## src/rtl/fstk_pkg.sv

```systemverilog
package fstk_pkg;

    typedef enum logic [1:0] {
        OP_INTR = 2'b00,
        OP_CALL = 2'b01,
        OP_RET  = 2'b10,
        OP_RETI = 2'b11
    } fstk_op_e;

    typedef enum logic [2:0] {
        ST_IDLE    = 3'd0,
        ST_PUSH_LO = 3'd1,
        ST_PUSH_HI = 3'd2,
        ST_POP_HI  = 3'd3,
        ST_POP_LO  = 3'd4,
        ST_POP_FIN = 3'd5
    } fstk_state_e;

    function automatic logic op_is_store(input fstk_op_e op);
        return (op == OP_INTR) || (op == OP_CALL);
    endfunction

endpackage

```

## src/rtl/fstk_ptr.sv

```systemverilog
module fstk_ptr #(
    parameter int AW = 8
) (
    input  logic          clk,
    input  logic          rst_n,
    input  logic          inc,
    input  logic          dec,
    input  logic          load,
    input  logic [AW-1:0] load_val,
    output logic [AW-1:0] sp,
    output logic [AW-1:0] sp_dn
);
    logic [AW-1:0] sp_q;

    // Width of sp_q gives the modulo wrap for free.
    always_ff @(posedge clk) begin
        if (!rst_n) begin
            sp_q <= '0;
        end else if (load) begin
            sp_q <= load_val;
        end else if (inc) begin
            sp_q <= sp_q + AW'(1);
        end else if (dec) begin
            sp_q <= sp_q - AW'(1);
        end
    end

    assign sp    = sp_q;
    assign sp_dn = sp_q - AW'(1);
endmodule

```

## src/rtl/fstk_frame.sv

```systemverilog
module fstk_frame #(
    parameter int PC_W = 14,
    parameter int DW   = 8
) (
    input  logic [PC_W-1:0] pk_pc,
    input  logic            pk_c,
    input  logic            pk_z,
    output logic [DW-1:0]   pk_lo,
    output logic [DW-1:0]   pk_hi,
    input  logic [DW-1:0]   up_lo,
    input  logic [DW-1:0]   up_hi,
    output logic [PC_W-1:0] up_pc,
    output logic            up_c,
    output logic            up_z
);
    localparam int HI_W = PC_W - DW;
    localparam int PAD  = DW - 2 - HI_W;

    assign pk_lo = pk_pc[DW-1:0];
    assign up_c  = up_hi[DW-1];
    assign up_z  = up_hi[DW-2];
    assign up_pc = {up_hi[HI_W-1:0], up_lo};

    generate
        if (PAD > 0) begin : g_pad
            assign pk_hi = {pk_c, pk_z, {PAD{1'b0}}, pk_pc[PC_W-1:DW]};
        end else begin : g_tight
            assign pk_hi = {pk_c, pk_z, pk_pc[PC_W-1:DW]};
        end
    endgenerate
endmodule

```

## src/rtl/frame_stack_seq.sv

```systemverilog
module frame_stack_seq
    import fstk_pkg::*;
#(
    parameter int PC_W = 14,
    parameter int DW   = 8,
    parameter int AW   = 8
) (
    input  logic            clk,
    input  logic            rst_n,
    input  logic            op_valid,
    input  logic [1:0]      op_kind,
    input  logic [PC_W-1:0] pc_in,
    input  logic            c_in,
    input  logic            z_in,
    input  logic            sp_wr,
    input  logic [DW-1:0]   acc_in,
    input  logic [DW-1:0]   ram_rdata,
    output logic            busy,
    output logic            done,
    output logic [PC_W-1:0] pc_out,
    output logic            pc_wr,
    output logic            c_out,
    output logic            z_out,
    output logic            flag_wr,
    output logic            ie,
    output logic [AW-1:0]   sp_out,
    output logic [AW-1:0]   ram_addr,
    output logic            ram_we,
    output logic [DW-1:0]   ram_wdata,
    output logic            ram_re
);
    fstk_state_e state_q, state_d;
    fstk_op_e    kind_q;
    fstk_op_e    req_op;

    logic [DW-1:0]   lo_q, hi_q, rd_hi_q;
    logic [PC_W-1:0] pc_q;
    logic            c_q, z_q, ie_q;
    logic            done_q, pcw_q, flw_q;

    logic            accept, sp_ld, ptr_inc, ptr_dec;
    logic [AW-1:0]   sp, sp_dn;
    logic [DW-1:0]   pk_lo, pk_hi;
    logic [PC_W-1:0] up_pc;
    logic            up_c, up_z;

    assign req_op = fstk_op_e'(op_kind);
    assign accept = op_valid && (state_q == ST_IDLE);
    assign sp_ld  = sp_wr && !op_valid && (state_q == ST_IDLE);

    fstk_ptr #(.AW(AW)) u_ptr (
        .clk      (clk),
        .rst_n    (rst_n),
        .inc      (ptr_inc),
        .dec      (ptr_dec),
        .load     (sp_ld),
        .load_val (AW'(acc_in)),
        .sp       (sp),
        .sp_dn    (sp_dn)
    );

    fstk_frame #(.PC_W(PC_W), .DW(DW)) u_frame (
        .pk_pc (pc_in),
        .pk_c  (c_in),
        .pk_z  (z_in),
        .pk_lo (pk_lo),
        .pk_hi (pk_hi),
        .up_lo (ram_rdata),
        .up_hi (rd_hi_q),
        .up_pc (up_pc),
        .up_c  (up_c),
        .up_z  (up_z)
    );

    // Next-state logic
    always_comb begin
        state_d = state_q;
        unique case (state_q)
            ST_IDLE: begin
                if (accept) begin
                    state_d = op_is_store(req_op) ? ST_PUSH_LO : ST_POP_HI;
                end
            end
            ST_PUSH_LO: state_d = ST_PUSH_HI;
            ST_PUSH_HI: state_d = ST_IDLE;
            ST_POP_HI:  state_d = ST_POP_LO;
            ST_POP_LO:  state_d = ST_POP_FIN;
            ST_POP_FIN: state_d = ST_IDLE;
            default:    state_d = ST_IDLE;
        endcase
    end

    // State register
    always_ff @(posedge clk) begin
        if (!rst_n) begin
            state_q <= ST_IDLE;
        end else begin
            state_q <= state_d;
        end
    end

    // Datapath and result registers
    always_ff @(posedge clk) begin
        if (!rst_n) begin
            kind_q  <= OP_INTR;
            lo_q    <= '0;
            hi_q    <= '0;
            rd_hi_q <= '0;
            pc_q    <= '0;
            c_q     <= 1'b0;
            z_q     <= 1'b0;
            ie_q    <= 1'b0;
            done_q  <= 1'b0;
            pcw_q   <= 1'b0;
            flw_q   <= 1'b0;
        end else begin
            done_q <= 1'b0;
            pcw_q  <= 1'b0;
            flw_q  <= 1'b0;
            unique case (state_q)
                ST_IDLE: begin
                    if (accept) begin
                        kind_q <= req_op;
                        lo_q   <= pk_lo;
                        hi_q   <= pk_hi;
                        if (req_op == OP_INTR) begin
                            ie_q <= 1'b0;
                        end
                    end
                end
                ST_PUSH_LO: begin
                end
                ST_PUSH_HI: begin
                    done_q <= 1'b1;
                end
                ST_POP_HI: begin
                end
                ST_POP_LO: begin
                    rd_hi_q <= ram_rdata;
                end
                ST_POP_FIN: begin
                    pc_q   <= up_pc;
                    pcw_q  <= 1'b1;
                    done_q <= 1'b1;
                    if (kind_q == OP_RETI) begin
                        c_q   <= up_c;
                        z_q   <= up_z;
                        ie_q  <= 1'b1;
                        flw_q <= 1'b1;
                    end
                end
                default: begin
                end
            endcase
        end
    end

    // Output and memory-port decode
    always_comb begin
        ram_we    = 1'b0;
        ram_re    = 1'b0;
        ram_addr  = sp;
        ram_wdata = '0;
        ptr_inc   = 1'b0;
        ptr_dec   = 1'b0;
        unique case (state_q)
            ST_IDLE: begin
            end
            ST_PUSH_LO: begin
                ram_we    = 1'b1;
                ram_wdata = lo_q;
                ptr_inc   = 1'b1;
            end
            ST_PUSH_HI: begin
                ram_we    = 1'b1;
                ram_wdata = hi_q;
                ptr_inc   = 1'b1;
            end
            ST_POP_HI, ST_POP_LO: begin
                ram_re   = 1'b1;
                ram_addr = sp_dn;
                ptr_dec  = 1'b1;
            end
            ST_POP_FIN: begin
            end
            default: begin
            end
        endcase
    end

    assign busy    = (state_q != ST_IDLE);
    assign done    = done_q;
    assign pc_out  = pc_q;
    assign pc_wr   = pcw_q;
    assign c_out   = c_q;
    assign z_out   = z_q;
    assign flag_wr = flw_q;
    assign ie      = ie_q;
    assign sp_out  = sp;
endmodule

```

## config.mk

```make
export PLATFORM = sky130hd
export DESIGN_NAME = frame_stack_seq
export DESIGN_NICKNAME = d
export VERILOG_FILES = /design/src/rtl/fstk_pkg.sv /design/src/rtl/fstk_ptr.sv /design/src/rtl/fstk_frame.sv /design/src/rtl/frame_stack_seq.sv
export SDC_FILE = /design/constraint.sdc
export NUM_CORES = 1
export LEC_CHECK = 0
export BUFFER_PORTS_ARGS = -buffer_cell sky130_fd_sc_hd__buf_2
export CAP_MARGIN = 20
export CORE_AREA = 10 10 90 92
export CTS_CLUSTER_DIAMETER = 100
export CTS_CLUSTER_SIZE = 28
export DETAILED_ROUTE_END_ITERATION = 10
export DIE_AREA = 0 0 100 102
export PLACE_DENSITY_LB_ADDON = 0.15
export SYNTH_ARGS = -nofsm -noshare
export SYNTH_HDL_FRONTEND = slang
export SYNTH_SLANG_ARGS = --single-unit
```

## constraint.sdc

```tcl
create_clock -name clk -period 1.7 [get_ports clk]
set_input_delay 0.085 -clock clk [delete_from_list [all_inputs] [get_ports clk]]
set_output_delay 0.085 -clock clk [all_outputs]
set_load 0.02 [all_outputs]
```

==> summary.md <==
| Metric | Value |
|---|---|
| Initial core utilization | 45.03% |
| Sequential area share after synthesis | about two fifths |
| WL per Instance | around 15 um |
| Largest net degree at the start of global routing | 29 |
| Vias in the first global route | 2694 |
| Final net count | ~500 |
| PwrDens | 970.0 nW/um^2 |
| Rel. slew slack | between 60 and 70% |
| Mean Syn Cell Area | 8.216 sq um |
| Max H-tree Level | 3 |
| Pwr Total | 3.974 mW |
| CP Cell Sequence | nor4_4, nor4b_4, nand2_2, xnor2_2, buf_4 |
| First-pass GRT wire length | 13.16 mm |
| LEAKAGE | around 1.8 nW |
| Die Area | just over 10000 sq um |
| CTS sink count | 57 |
| Synthesized cell area | 2826 sq um |
| Critical Path RT | between 1.5 and 2 ns |
| WHS | between 0.009 and 0.01 ns |
| Antenna Cells | 0 |
| Post-Syn Instances | 344 |
| Max_cap viols | 0 |
| Initial antenna violation count | 0 |
| Yosys top cell by area | dfxtp_1 |
| Area Growth Syn to Fin | 44.93% |
| Critical Path Source Type | flop |
| Setup ws final | -0.06084 ns |
| Post-DRT Antenna Nets | 0 |
| Vias | 2804 |
| Place WS | 0.1314 ns |
| Final setup violation count | 6 |
| Worst vdd ir | 0.7927 mV |
| Placement Cell Area | ~3400 sq um |
| Die X | 100 um |
| FP Rows | 29 |
| Clk buf depth | 2 |
| Drt total wl | between 8 and 9 mm |
| Worst Setup End Kind | output port |
| Final min period | 1.761 ns |
| Critical Path Max Stage Delay | 0.36 ns |
| CTS Buf Count | 9 |
| WP data arrival | 1.68 ns |
| Synth area leaders | dfxtp_1 40%, nand2_1 13%, a21boi_0 11% |
| Clk_lat worst skew | 0.33 ns |
| EDFF count, synth | 0 |
| HP Start | pc_in[3] |
| RSZ-0062 raised after global routing | true |
| Ports | 85 |
| R2R Setup Slk | 0.03 ns |
| CP Max Fanout | 3 |
| Initial DRC count | 139 |
| Reg2reg start | state_q[1] |
| Gpl congestion | 0.9101 |
| Area occupied by multi-input gates | between 1500 and 2000 sq um |
| Clk pin slew, worst setup/hold paths | 0.07 ns |
| FILL cells | 542 |
| Setup Crit Path Kind | reg -> out |
| Slew @ Worst Pin | 0.4705 ns |
| Top-count cell post-synth | nand2_1 |
| Critical path origin | u_ptr.sp[3] |
| Share of Yosys cell area claimed by the top area cell type | between 40 and 50% |
| CTS root buffer | clkbuf_8 |
| Status | complete, but fails checks |
| Synth unique cells | between 40 and 50 |
| HP Class | in -> reg |
| Post-route insts no fill | ~550 |
| Period utilisation layout | 103.6% |
| Seq cells post-synth | between 50 and 60 |
| Fin. max-slew vios | 0 |
| Slowest CP cell | dfxtp_4 |
| Core Region | 6277 sq um |
| Input/output buffers | 84 |
| Drt first pass iters | 4 |
| Syn Nets | 384 |
| Main synth FF type | dfxtp_1 |
| CTS tree | built |
| GRT Resource Usage Total | 15.60% |
| Yosys warns | 0 |
| Die span in y | 102 um |
| Layout cells sized above 1 | 39.58% |
| Grt total ovfl | 0 |
| Post-synth top cells | 98 x nand2_1, 57 x dfxtp_1, 41 x a21boi_0 |
| Failing checks | negative setup slack |
| Hpwl dp | 5.506 mm |
| Async SR Flop Fraction | 0% |
| Reg area | 1157 sq um |
| FMAX | 567.9 MHz |
| Design Area, Final | 4096 sq um |
| Clock skew | around 0.0066 ns |
| DRC | 0 |
| Final core occ | 65.26% |
| Endpoints failing hold | 0 |
| Cells after DPL | 506 |
| Vias per Instance | 5.080 |
| Setup tns final | -0.2131 ns |
-- routing by layer --
metal	wire [um]	GRT usage [%]
met1	3552	18.67
met2	3807	24.99
met3	754	5.601
met4	118	6.304
met5	0	0
-- critical path: cells and delay by family (launching register included) --
kind | cells | cell delay, ns
buf+inv | 1 | 0.16
simple gates | 3 | 0.69
flops | 1 | 0.36
xor+xnor | 1 | 0.13
-- repair_timing --
action / in CTS / in global routing
gates cloned: 0 / 1
resized for setup: 31 / 37
endpoints found under the setup margin: 7 / 39
buffers inserted: 8 / 8
hold buffers: 14 / 0
pin swaps: 7 / 11
endpoints found under the hold margin: 14 / 0
-- final cells by class --
type | instances | share of cell area, %
Clock buffer | 11 | 3.451
Inverter | 6 | 0.6109
Clock inverter | 5 | 1.344
Tap cell | 77 | 2.352
Sequential cell | 57 | 28.25
Timing Repair Buffer | 140 | 23.37
Multi-Input combinational cell | 256 | 40.62
-- cell families after synthesis --
group | share of synthesized area (%)
buf+inv | 5.710
simple gates | 25.76
compound gates | 21.74
xor+xnor | 3.409
fa+ha+maj | 0.8852
mux | 2.125
flops | 40.37
-- layout by cell type (no fill, tap or decap), types with 4 or more instances in the layout --
cell           instances
nand2_1               92
buf_2                 73
dfxtp_1               50
buf_4                 42
a21boi_0              41
nor2_1                16
dlygate4sd3_1         14
clkbuf_8              10
buf_6                  9
o21ai_0                7
a22oi_1                6
nand2_2                6
nor3_1                 6
mux2i_1                6
a22oi_2                5
xor2_1                 5
a21oi_1                5
inv_2                  4
xnor2_1                4
and3_1                 4
nor2b_1                4
nand3_1                4
dfxtp_2                4
-- flip-flops by register name, indices dropped and copies added, names as in the netlist --
name and cells:
c_out 1, flag_wr 1, lo_q 8, done 1
rd_hi_q 8, ie 1, kind_q 2, pc_out 14
hi_q 8, pc_wr 1, state_q 3, z_out 1
u_ptr.sp 8
-- final timing paths --
| check | end | depth (start not counted) |
|---|---|---|
| max reg2reg | u_ptr.sp[1] | 7 |
| min reg2reg | pc_out[0] | 2 |
| min | lo_q[3] | 3 |
| max | ram_addr[7] | 5 |
-- power breakdown --
| group | total, mW | switching, mW | internal, mW |
|---|---|---|---|
| sequential | 1.50 | 0.0888 | 1.42 |
| clock | 1.26 | 0.550 | 0.711 |
| combinational | 1.21 | 0.618 | 0.589 |
| total | 3.97 | 1.26 | 2.72 |
No activity file was read; power rests on OpenSTA's default activity.
